**config.mk**
```make
export PLATFORM = sky130hd
export DESIGN_NAME = card_cmd_issuer
export DESIGN_NICKNAME = d
export VERILOG_FILES = /design/src/rtl/card_cmd_pkg.sv /design/src/rtl/card_cmd_ctrl.sv /design/src/rtl/card_cmd_dpath.sv /design/src/rtl/card_cmd_issuer.sv
export SDC_FILE = /design/constraint.sdc
export NUM_CORES = 1
export LEC_CHECK = 0
export BUFFER_PORTS_ARGS = -buffer_cell sky130_fd_sc_hd__buf_2
export CAP_MARGIN = 20
export CORE_AREA = 2 2 166 168
export CTS_BUF_LIST = sky130_fd_sc_hd__clkbuf_2 sky130_fd_sc_hd__clkbuf_4 sky130_fd_sc_hd__clkbuf_8
export CTS_CLUSTER_DIAMETER = 40
export DETAILED_ROUTE_END_ITERATION = 6
export DIE_AREA = 0 0 168 170
export PLACE_DENSITY = 0.58
export SLEW_MARGIN = 25
export SYNTH_ARGS = -nofsm -noshare
export SYNTH_HDL_FRONTEND = slang
export SYNTH_SLANG_ARGS = --single-unit
```
**constraint.sdc**
```tcl
create_clock -name clk -period 2.1 [get_ports clk]
set_input_delay 0.42 -clock clk [delete_from_list [all_inputs] [get_ports clk]]
set_output_delay 0.42 -clock clk [all_outputs]
set_load 0.02 [all_outputs]
```
**src/rtl/card_cmd_pkg.sv**
```systemverilog
package card_cmd_pkg;
  localparam int CTRL_W   = 11;
  localparam int IDX_W    = 6;
  localparam int RESP_BIT = 6;
  localparam int LONG_BIT = 7;
  localparam int INTR_BIT = 8;
  localparam int PEND_BIT = 9;
  localparam int EN_BIT   = 10;

  localparam int STAT_W     = 8;
  localparam int ST_TIMEOUT = 2;
  localparam int ST_RESPEND = 6;
  localparam int ST_SENT    = 7;

  typedef struct packed {
    logic load;     // store control word and argument
    logic launch;   // clear outcome flags for a new command
    logic capture;  // take the responder answer
    logic retire;   // drop the enable bit
  } cmd_strobe_t;

  typedef enum logic [1:0] {S_IDLE, S_WAIT, S_DROP} cmd_state_t;
endpackage

```
**src/rtl/card_cmd_ctrl.sv**
```systemverilog
module card_cmd_ctrl
  import card_cmd_pkg::*;
(
  input  logic        clk,
  input  logic        rstN,
  input  logic        cmdWrite,
  input  logic        wrEnable,
  input  logic        wrPending,
  input  logic        rspValid,
  output cmd_strobe_t strb,
  output logic        busy,
  output logic        reqValid,
  output logic        dataKick
);
  cmd_state_t state, stateNext;
  logic kickQ;

  always_comb begin
    strb      = '0;
    stateNext = state;
    case (state)
      S_IDLE: if (cmdWrite) begin
        strb.load = 1'b1;
        if (wrEnable) begin
          strb.launch = 1'b1;
          stateNext   = wrPending ? S_DROP : S_WAIT;
        end
      end
      S_WAIT: if (rspValid) begin
        strb.capture = 1'b1;
        strb.retire  = 1'b1;
        stateNext    = S_IDLE;
      end
      S_DROP: begin
        strb.retire = 1'b1;
        stateNext   = S_IDLE;
      end
      default: stateNext = S_IDLE;
    endcase
  end

  always_ff @(posedge clk or negedge rstN) begin
    if (!rstN) begin
      state <= S_IDLE;
      kickQ <= 1'b0;
    end else begin
      state <= stateNext;
      kickQ <= strb.capture;
    end
  end

  assign busy     = (state != S_IDLE);
  assign reqValid = (state == S_WAIT);
  assign dataKick = kickQ;

  AST_KICK_AT_DONE: assert property (@(posedge clk) disable iff (!rstN)
    dataKick |-> !busy && $past(reqValid));
endmodule

```
**src/rtl/card_cmd_dpath.sv**
```systemverilog
module card_cmd_dpath
  import card_cmd_pkg::*;
#(
  parameter int ARG_W       = 32,
  parameter int RESP_BYTES  = 16,
  parameter int SHORT_BYTES = 4,
  localparam int NWORDS     = RESP_BYTES / 4,
  localparam int LEN_W      = $clog2(RESP_BYTES + 1)
) (
  input  logic                    clk,
  input  logic                    rstN,
  input  cmd_strobe_t             strb,
  input  logic [CTRL_W-1:0]       ctrlIn,
  input  logic [ARG_W-1:0]        argIn,
  input  logic                    rspError,
  input  logic [LEN_W-1:0]        rspLen,
  input  logic [8*RESP_BYTES-1:0] rspBytes,
  output logic [CTRL_W-1:0]       ctrlReg,
  output logic [ARG_W-1:0]        argReg,
  output logic [32*NWORDS-1:0]    respWords,
  output logic [STAT_W-1:0]       status
);
  logic [32*NWORDS-1:0] packedWords, nextWords;
  logic wantResp, wantLong, isShort, isLong, badLen, timeoutHit;

  for (genvar k = 0; k < NWORDS; k++) begin : g_word
    assign packedWords[32*k +: 32] = {rspBytes[8*(4*k)   +: 8], rspBytes[8*(4*k+1) +: 8],
                                      rspBytes[8*(4*k+2) +: 8], rspBytes[8*(4*k+3) +: 8]};
  end

  always_comb begin
    nextWords = packedWords;
    if (isShort) nextWords[32*NWORDS-1:32] = '0;
    nextWords[32*(NWORDS-1)] = 1'b0;
  end

  assign wantResp   = ctrlReg[RESP_BIT];
  assign wantLong   = ctrlReg[LONG_BIT];
  assign isShort    = (rspLen == LEN_W'(SHORT_BYTES));
  assign isLong     = (rspLen == LEN_W'(RESP_BYTES));
  assign badLen     = (!isShort && !isLong) || (isShort && wantLong);
  assign timeoutHit = rspError || (wantResp && badLen);

  always_ff @(posedge clk or negedge rstN) begin
    if (!rstN) begin
      ctrlReg   <= '0;
      argReg    <= '0;
      respWords <= '0;
      status    <= '0;
    end else begin
      if (strb.load) begin
        ctrlReg <= ctrlIn;
        argReg  <= argIn;
      end
      if (strb.launch) status <= '0;
      if (strb.capture) begin
        if (timeoutHit) status[ST_TIMEOUT] <= 1'b1;
        else if (wantResp) begin
          status[ST_RESPEND] <= 1'b1;
          respWords          <= nextWords;
        end else status[ST_SENT] <= 1'b1;
      end
      if (strb.retire) ctrlReg[EN_BIT] <= 1'b0;
    end
  end

  AST_ONE_OUTCOME: assert property (@(posedge clk) disable iff (!rstN)
    $countones({status[ST_TIMEOUT], status[ST_RESPEND], status[ST_SENT]}) <= 1);
endmodule

```
**src/rtl/card_cmd_issuer.sv**
```systemverilog
module card_cmd_issuer
  import card_cmd_pkg::*;
#(
  parameter int ARG_W      = 32,
  parameter int RESP_BYTES = 16,
  localparam int NWORDS    = RESP_BYTES / 4,
  localparam int LEN_W     = $clog2(RESP_BYTES + 1)
) (
  input  logic                    clk,
  input  logic                    rstN,
  input  logic                    cmdWrite,
  input  logic [CTRL_W-1:0]       ctrlWord,
  input  logic [ARG_W-1:0]        cmdArg,
  output logic                    busy,
  output logic [CTRL_W-1:0]       ctrlReg,
  output logic                    reqValid,
  output logic [IDX_W-1:0]        reqIndex,
  output logic [ARG_W-1:0]        reqArg,
  input  logic                    rspValid,
  input  logic                    rspError,
  input  logic [LEN_W-1:0]        rspLen,
  input  logic [8*RESP_BYTES-1:0] rspBytes,
  output logic [32*NWORDS-1:0]    respWords,
  output logic [STAT_W-1:0]       cmdStatus,
  output logic                    dataKick
);
  cmd_strobe_t strb;

  card_cmd_ctrl u_ctrl (
    .clk(clk), .rstN(rstN), .cmdWrite(cmdWrite),
    .wrEnable(ctrlWord[EN_BIT]), .wrPending(ctrlWord[PEND_BIT]),
    .rspValid(rspValid), .strb(strb), .busy(busy),
    .reqValid(reqValid), .dataKick(dataKick)
  );

  card_cmd_dpath #(.ARG_W(ARG_W), .RESP_BYTES(RESP_BYTES)) u_dpath (
    .clk(clk), .rstN(rstN), .strb(strb), .ctrlIn(ctrlWord), .argIn(cmdArg),
    .rspError(rspError), .rspLen(rspLen), .rspBytes(rspBytes),
    .ctrlReg(ctrlReg), .argReg(reqArg), .respWords(respWords), .status(cmdStatus)
  );

  assign reqIndex = ctrlReg[IDX_W-1:0];

  AST_EN_CLEAR_IDLE: assert property (@(posedge clk) disable iff (!rstN)
    !busy |-> !ctrlReg[EN_BIT]);
  AST_REQ_ONLY_ENABLED: assert property (@(posedge clk) disable iff (!rstN)
    reqValid |-> ctrlReg[EN_BIT] && !ctrlReg[PEND_BIT]);
  AST_REQ_STABLE: assert property (@(posedge clk) disable iff (!rstN)
    reqValid && $past(reqValid) |-> $stable(reqArg) && $stable(reqIndex));
endmodule

```
==> flow_summary.toml, run 1 <==
[outcome]
status = "completed"

[die]
ios = 369
dieArea_sq_um = 28600
rows = 60
coreArea_sq_um = 26700
die_x_microns = 168
die_y_microns = 170
start_util_pct = 24.9

[clocking]
postCtsHoldBufs = 1
root_buffer = "clkbuf_8"
cts_sinks = 176
clock_latency_ps = 450
postCtsSetupBuffers = 0
htree_levels = 4
clk_pin_slew_worst_paths_ps = 120
cts_resized = 0
cts_buffers = 17
ctsLongestPathBuffers = 2
cts_tree = "yes"

[global_route]
grt-ovfl-total = 0
grt_usage_pct = 12.7
grt_first_pass_wirelength_microns = 28300
grt_max_degree = 89
antenna_found_initial = 1
first_global_vias = 5030

[logic_synthesis]
yosysWarnings = 0
ys_types = 26
synth_seq_cells = 176
synth_seq_area_share_pct = 66.4
postSynthAreaPerCell_sq_um = 15.8
syn_inst = 419
syn_area_sq_um = 6630

[power_and_ir_drop]
p_leak_nw = 5.21
p_per_area_nw_per_um2 = 1030
p_int_mw = 6.17
swShare_pct = 35.3
switchingPower_mw = 3.37
power_frac_seq_pct = 45.0
power_frac_clock_pct = 25.5
share_comb_of_total_power_pct = 29.5
ir_drop_mv = 0.583

[placement]
portBuffers = 361
place_hpwl_microns = 13400
gp_congestion = 0.721
place_inst = 1102

[detailed_routing]
remaining_drc_errors = 0
firstDrtPassIters = 4
ant_nets = 0
route.vias.total = 4878
drtIter0Drc = 225
avgRoutedWirePerCell_microns = 16.4
via_per_inst = 4.30
wl_microns = 18600

[critical_path]
regToRegSetupSlack_ps = 150
cp-end-kind = "flip-flop"
worstPathArrival_ps = 2290
start_kind = "flip-flop"
cp.required_ps = 2430
crit_type = "reg -> reg"
critPathMaxFanout = 88

[sta]
period_needed_ps = 1950
setup_viol = 0
drv_slew = 0
skew_ps = 16.0
fmax_mhz = 512
hold_slack_ps = 169
fin_tns_setup_ps = 0
hold_violations = 0
fin_crit_sh_pct = 93.0
rsz0062_at_grt = "false"

[layout]
fin_cells = 1135
nFillCells = 2714
num-nets-final = 965
syn_to_final_growth_pct = 40.0
final_common_cell = "buf_2"
final_cell_mix = "360 x buf_2, 176 x dfrtp_1, 96 x a22o_1"
post_route_cells_drive_above_1_share_pct = 61.6
antenna_cells = 0

[run]
cap_viol_max_count = 0

[hold_path]
hold_path_class = "in -> reg"
-- cells in the mapped netlist (all sizes together) --
| cell type | count | area (sq um) |
|---|---|---|
| a21o | 2 | 15.0 |
| a21oi | 1 | 5.00 |
| a22o | 96 | 841 |
| a32o | 1 | 10.0 |
| and4 | 1 | 8.76 |
| buf | 37 | 249 |
| clkbuf | 4 | 15.0 |
| conb | 1 | 3.75 |
| dfrtp | 176 | 4400 |
| ha | 3 | 37.5 |
| inv | 4 | 15.0 |
| mux2 | 74 | 923 |
| nand2 | 7 | 26.3 |
| nand3 | 1 | 5.00 |
| nor2 | 1 | 3.75 |
| nor2b | 2 | 12.5 |
| nor3 | 1 | 5.00 |
| nor3b | 1 | 7.51 |
| nor4 | 1 | 12.5 |
| o2111ai | 1 | 8.76 |
| o21a | 1 | 7.51 |
| o21ai | 2 | 10.0 |
| or2 | 1 | 6.26 |
-- power groups by stage --
stage	Sequential (mW)	Combinational, mW	Clock [mW]
2_1_floorplan	5.07	1.04	0
3_3_place_gp	4.34	2.83	0
3_5_place_dp	4.37	2.86	0
4_1_cts	4.30	2.86	2.57
5_1_grt	4.38	3.01	2.71
6_report	4.29	2.81	2.43
-- worst max-delay path: stages, from the launching register on --
cell and delay, ps:
dfrtp_1 410, inv_1 80, ha_1 190, nand2_1 110, inv_1 190, o2111ai_4 200
buf_12 240, mux2_4 360
-- path summary, 6_finish.rpt --
path,startpoint,endpoint,depth (start not counted)
setup / recovery,u_ctrl.state[1]$_DFFE_PN0P_,u_dpath.respWords[29]$_DFFE_PN0P_,7
hold / removal,rspBytes[88],u_dpath.respWords[64]$_DFFE_PN0P_,2
setup reg to reg,u_ctrl.state[1]$_DFFE_PN0P_,u_dpath.respWords[29]$_DFFE_PN0P_,7
hold reg to reg,u_dpath.status[6]$_DFF_PN0_,u_dpath.status[6]$_DFF_PN0_,2
max in group asynchronous,rstN,u_dpath.respWords[82]$_DFFE_PN0P_,3
min in group asynchronous,rstN,u_dpath.respWords[57]$_DFFE_PN0P_,2
-- final cells by class --
type                    instances  area [sq um]  share of cell area [%]
inverters                       4          15.0                   0.162
repair buffers                379          2040                    22.0
well taps                     341           427                    4.60
flip-flops and latches        176          4400                    47.4
clock buffers                  17           234                    2.52
clock inverters                15           175                    1.89
multi-input cells             203          1990                    21.4
-- state kept, by name, summed over array words and instances, names as in the netlist --
register	count
u_ctrl.dataKick	1
u_ctrl.state	2
u_dpath.argReg	32
u_dpath.ctrlReg	11
u_dpath.respWords	127
u_dpath.status	3
-- per-stage QoR --
step / utilization (%) / area [sq um] / setup slack, ps / power (mW)
after floorplan: - / 6650 / 304 / 6.11
after global placement: 33.3 / 8860 / 150 / 7.17
after detailed placement: 33.3 / 8860 / 133 / 7.22
after CTS: 34.8 / 9280 / 113 / 9.74
after global routing: 34.8 / 9280 / 5.50 / 10.1
final: 34.8 / 9280 / 148 / 9.54
-- cells by family after synthesis --
family                     Yosys count  synth area share [%]
DFF                                176                  66.4
AOI/OAI and AO/OA                  104                  13.5
muxes                               74                  13.9
buffers and inverters               45                  4.21
and+or+nand+nor                     16                  1.32
adders and majority gates            3                 0.566
other                                1                0.0565
-- layer usage --
metal | global-route usage [%] | wire (microns) | vias to the layer above
met5 | 0 | 16 | -
met4 | 3.86 | 267 | 2
met3 | 4.58 | 1560 | 17
met2 | 21.2 | 9020 | 238
met1 | 15.5 | 7710 | 2377
li1 | - | - | 2244
No activity file was read; power rests on OpenSTA's default activity.
==> run 2: changes to the inputs <==
Settings changed: CAP_MARGIN 20 to unset, SETUP_SLACK_MARGIN set to 0.5.
==> flow_summary.toml, run 2 (same netlist as run 1, synthesis figures left out) <==
[hold_path]
holdCritStartpoint = "rspBytes[102]"
hold_path_class = "in -> reg"

[global_route]
grtUsageMet2_pct = 21.8
antenna_found_initial = 2
use_met1_pct = 15.6
first_global_vias = 5009
top_usage_layer = "met2"
grt_usage_pct = 12.8
grt_max_degree = 55
use_met3_pct = 4.14
grt_first_pass_wirelength_microns = 28500
grt-ovfl-total = 0

[sta]
fmax_mhz = 568
setup_viol = 0
rsz0062_at_grt = "true"
skew_ps = 16.0
period_needed_ps = 1760
hold_slack_ps = 180
drv_slew = 0
hold_violations = 0
fin_tns_setup_ps = 0
fin_crit_sh_pct = 83.8

[critical_path]
startpoint = "u_ctrl.state[0]$_DFFE_PN0P_"
crit_type = "reg -> reg"
cp-end-kind = "flip-flop"
critPathMaxFanout = 29
cp.required_ps = 2430
start_kind = "flip-flop"
worstPathArrival_ps = 2090
r2r_start = "u_ctrl.state[0]$_DFFE_PN0P_"
regToRegSetupSlack_ps = 340

[run]
cap_viol_max_count = 0

[clocking]
cts_tree = "yes"
htree_levels = 4
cts_sinks = 176
clk_pin_slew_worst_paths_ps = 110
cts_buffers = 17
clock_latency_ps = 440
root_buffer = "clkbuf_8"
ctsLongestPathBuffers = 2

[placement]
gp_congestion = 0.729
portBuffers = 361
place_hpwl_microns = 13400
placed_area_sq_um = 8910

[outcome]
status = "completed"

[layout]
num-nets-final = 979
final_common_cell = "buf_2"
regMostFlops = "u_dpath.respWords"
post_route_cells_drive_above_1_share_pct = 63.2
largest_reg_flops = 127
fin_area_sq_um = 9590
syn_to_final_growth_pct = 44.6
reg_top3 = "u_dpath.respWords (127), u_dpath.argReg (32), u_dpath.ctrlReg (11)"
final_cell_mix = "358 x buf_2, 176 x dfrtp_1, 96 x a22o_1"

[die]
die_x_microns = 168
ios = 369
dieArea_sq_um = 28600
coreArea_sq_um = 26700
rows = 60
start_util_pct = 24.9
die_y_microns = 170

[power_and_ir_drop]
ir_drop_mv = 0.676
p_leak_nw = 5.36
p_per_area_nw_per_um2 = 1000
p_total_mw = 9.61

[detailed_routing]
route.vias.total = 4992
firstDrtPassIters = 4
drtIter0Drc = 252
ant_nets = 0
via_per_inst = 4.34
wl_microns = 19500
avgRoutedWirePerCell_microns = 16.9
remaining_drc_errors = 0
-- run 2: cell count changes in the layout (fill, tap and decap cells not counted), sizes merged --
cell | previous run | this run
bufinv | 1 | 0
clkbuf | 17 | 24
inv | 10 | 13
clkinv | 7 | 3
buf | 378 | 387
diode | 0 | 2
-- run 2: what timing repair did --
action                                 4_1_cts  5_1_grt
endpoints found under the hold margin       40        0
setup buffers                                5        5
hold buffers                                 1        0
cloned                                       0        6
pin swaps                                    2        2
setup endpoints to repair                  134      129
resized for setup                            9       11
-- run 2: metal layers --
layer | wire, microns | part of all wire, %
met4 | 143 | 0.73
met1 | 8210 | 42
met2 | 9710 | 50
met5 | 0 | 0
met3 | 1410 | 7.2
-- run 2: metrics by stage --
| stage | utilization (%) | worst slack [ps] | instances |
|---|---|---|---|
| after floorplan | - | 400 | 424 |
| after global placement | 33.4 | 157 | 1100 |
| after detailed placement | 33.4 | 131 | 1100 |
| after CTS | 35.1 | 323 | 1138 |
| after global routing | 36.0 | 268 | 1150 |
| final | 36.0 | 340 | 1151 |
-- run 2: layout make-up --
class	count	area, sq um
Fill cell	2658	17100
Sequential cell	176	4400
Timing Repair Buffer	393	2310
Multi-Input combinational cell	203	2050
Tap cell	341	427
Clock buffer	19	249
Clock inverter	13	119
Inverter	4	17.5
Antenna cell	2	5.00
-- run 2: critical path, stage by stage, from the launching register on --
cell	delay (ps)
dfrtp_1	430
buf_6	140
ha_4	170
nand2_4	70
inv_4	40
o2111ai_4	90
buf_12	200
buf_12	190
mux2_4	310
-- run 2: worst paths after layout --
kind | cells after the start | endpoint
setup / recovery | 8 | u_dpath.respWords[8]$_DFFE_PN0P_
hold / removal | 2 | u_dpath.respWords[126]$_DFFE_PN0P_
setup reg to reg | 8 | u_dpath.respWords[8]$_DFFE_PN0P_
hold reg to reg | 2 | u_dpath.status[7]$_DFF_PN0_
max in group asynchronous | 3 | u_dpath.respWords[103]$_DFFE_PN0P_
min in group asynchronous | 2 | u_dpath.respWords[31]$_DFFE_PN0P_
-- run 2: power by group --
part / internal (mW) / switching, mW / leakage (nW)
clock: 0.901 / 1.39 / 0.191
sequential: 3.98 / 0.330 / 2.35
combinational: 1.34 / 1.67 / 2.82
total: 6.22 / 3.39 / 5.36
==> run 3: changes to the inputs <==
Clock period 2.1 ns to 1.8 ns, I/O delays scaled along.
==> flow_summary.toml, run 3 (same netlist as run 1, synthesis figures left out) <==
[critical_path]
cp-end-kind = "flip-flop"
cp.required_ps = 2150
worstPathArrival_ps = 2090
start_kind = "flip-flop"
critPathMaxFanout = 8
crit_type = "reg -> reg"

[die]
coreArea_sq_um = 26700
dieArea_sq_um = 28600
die_y_microns = 170
rows = 60
ios = 369
die_x_microns = 168
start_util_pct = 24.9

[sta]
skew_ps = 19.6
rsz0062_at_grt = "true"
fin_crit_sh_pct = 96.7
period_needed_ps = 1740
fin_tns_setup_ps = 0
setup_viol = 0
drv_slew = 0
fmax_mhz = 574
hold_violations = 0

[power_and_ir_drop]
ir_drop_mv = 0.860
p_leak_nw = 6.12
power_frac_seq_pct = 39.5
share_comb_of_total_power_pct = 37.6
swShare_pct = 33.0
switchingPower_mw = 4.34
p_per_area_nw_per_um2 = 1170
p_int_mw = 8.83
power_frac_clock_pct = 22.9

[clocking]
cts_sinks = 176
cts_tree = "yes"
clock_latency_ps = 450
htree_levels = 4
clk_pin_slew_worst_paths_ps = 100
ctsLongestPathBuffers = 2
cts_buffers = 17
root_buffer = "clkbuf_8"

[global_route]
grt_first_pass_wirelength_microns = 28700
grt_usage_pct = 13.0
grt-ovfl-total = 0
antenna_found_initial = 1
first_global_vias = 5095
grt_max_degree = 60

[placement]
placed_area_sq_um = 8970
portBuffers = 361
place_hpwl_microns = 13400
gp_congestion = 0.758

[layout]
fin_area_sq_um = 11300
nFillCells = 2460
num-nets-final = 1047
post_route_cells_drive_above_1_share_pct = 66.6
reg_top3 = "u_dpath.respWords (127), u_dpath.argReg (32), u_dpath.ctrlReg (11)"
syn_to_final_growth_pct = 70.2
regMostFlops = "u_dpath.respWords"
final_common_cell = "buf_2"
largest_reg_flops = 127
final_cell_mix = "255 x buf_2, 174 x dfrtp_1, 114 x buf_6"
final_util_pct = 42.3

[detailed_routing]
firstDrtPassIters = 4
avgRoutedWirePerCell_microns = 19.3
remaining_drc_errors = 0
route.vias.total = 5348
drtIter0Drc = 279
wl_microns = 23500
ant_nets = 0
via_per_inst = 4.39

[outcome]
status = "completed"

[hold_path]
hold_path_class = "in -> reg"

[run]
cap_viol_max_count = 0
[run 3: cell types whose count changed in the layout (fill, tap and decap cells not counted), sizes merged]
cell / before / now
bufinv: 0 / 3
clkinvlp: 1 / 3
buf: 387 / 445
diode: 2 / 1
clkbuf: 24 / 34
inv: 13 / 8
[run 3: power by group through the flow]
| stage | clock [mW] | sequential [mW] | combinational [mW] |
|---|---|---|---|
| 2_1_floorplan | 0 | 5.93 | 1.30 |
| 3_3_place_gp | 0 | 5.06 | 3.35 |
| 3_5_place_dp | 0 | 5.09 | 3.37 |
| 4_1_cts | 3.14 | 5.02 | 3.44 |
| 5_1_grt | 3.31 | 5.27 | 5.21 |
| 6_report | 3.01 | 5.20 | 4.96 |
[run 3: metrics by stage]
stage | worst slack [ps] | hold slack [ps] | cells | power [mW]
CTS | 43.6 | 68.7 | 1147 | 11.6
finish | 59.3 | 118 | 1218 | 13.2
floorplan | 204 | 64.4 | 424 | 7.23
global placement | -79.8 | 303 | 1111 | 8.41
global route | -9.10 | 66.1 | 1218 | 13.8
detailed placement | -93.1 | 309 | 1111 | 8.46
[run 3: what timing repair did]
item / CTS / global route
hold endpoints to repair: 27 / 0
resized for setup: 8 / 295
buffers inserted: 2 / 44
gates cloned: 1 / 26
endpoints found under the setup margin: 357 / 357
hold buffers: 1 / 0
pin swaps: 0 / 31
[run 3: routing by layer]
layer | vias to the layer above | track usage [%] | wire length (microns)
li1 | 2431 | - | -
met1 | 2680 | 15.4 | 10000
met2 | 214 | 21.9 | 11800
met3 | 23 | 4.67 | 1340
met4 | 0 | 4.54 | 332
met5 | - | 0 | 0
[run 3: final timing paths]
check                                                   from                                 to  slack, ps  depth (start not counted)
max                              u_ctrl.state[1]$_DFFE_PN0P_  u_dpath.respWords[17]$_DFFE_PN0P_         60                          8
min                                             rspBytes[44]  u_dpath.respWords[52]$_DFFE_PN0P_        120                          2
max reg2reg                      u_ctrl.state[1]$_DFFE_PN0P_  u_dpath.respWords[17]$_DFFE_PN0P_         60                          8
min reg2reg                u_dpath.respWords[93]$_DFFE_PN0P_  u_dpath.respWords[93]$_DFFE_PN0P_        510                          1
max in group asynchronous                               rstN        u_ctrl.state[0]$_DFFE_PN0P_        790                          3
min in group asynchronous                               rstN     u_dpath.argReg[28]$_DFFE_PN0P_        390                          2
[run 3: layout make-up]
cell class              instances  area (sq um)  share of cell area (%)
diodes                          1          2.50                  0.0222
well taps                     341           427                    3.78
clock buffers                  19           255                    2.26
repair buffers                461          3800                    33.7
inverters                       4          17.5                   0.155
multi-input cells             203          2200                    19.5
flip-flops and latches        176          4410                    39.0
clock inverters                13           175                    1.55
[run 3: worst max-delay path: stages (launching register included)]
cell and delay [ps]:
dfrtp_1 420, inv_2 110, ha_4 150, nand2_4 60, inv_4 60, o2111ai_4 170, buf_12 210, clkbuf_16 170
mux2_4 290
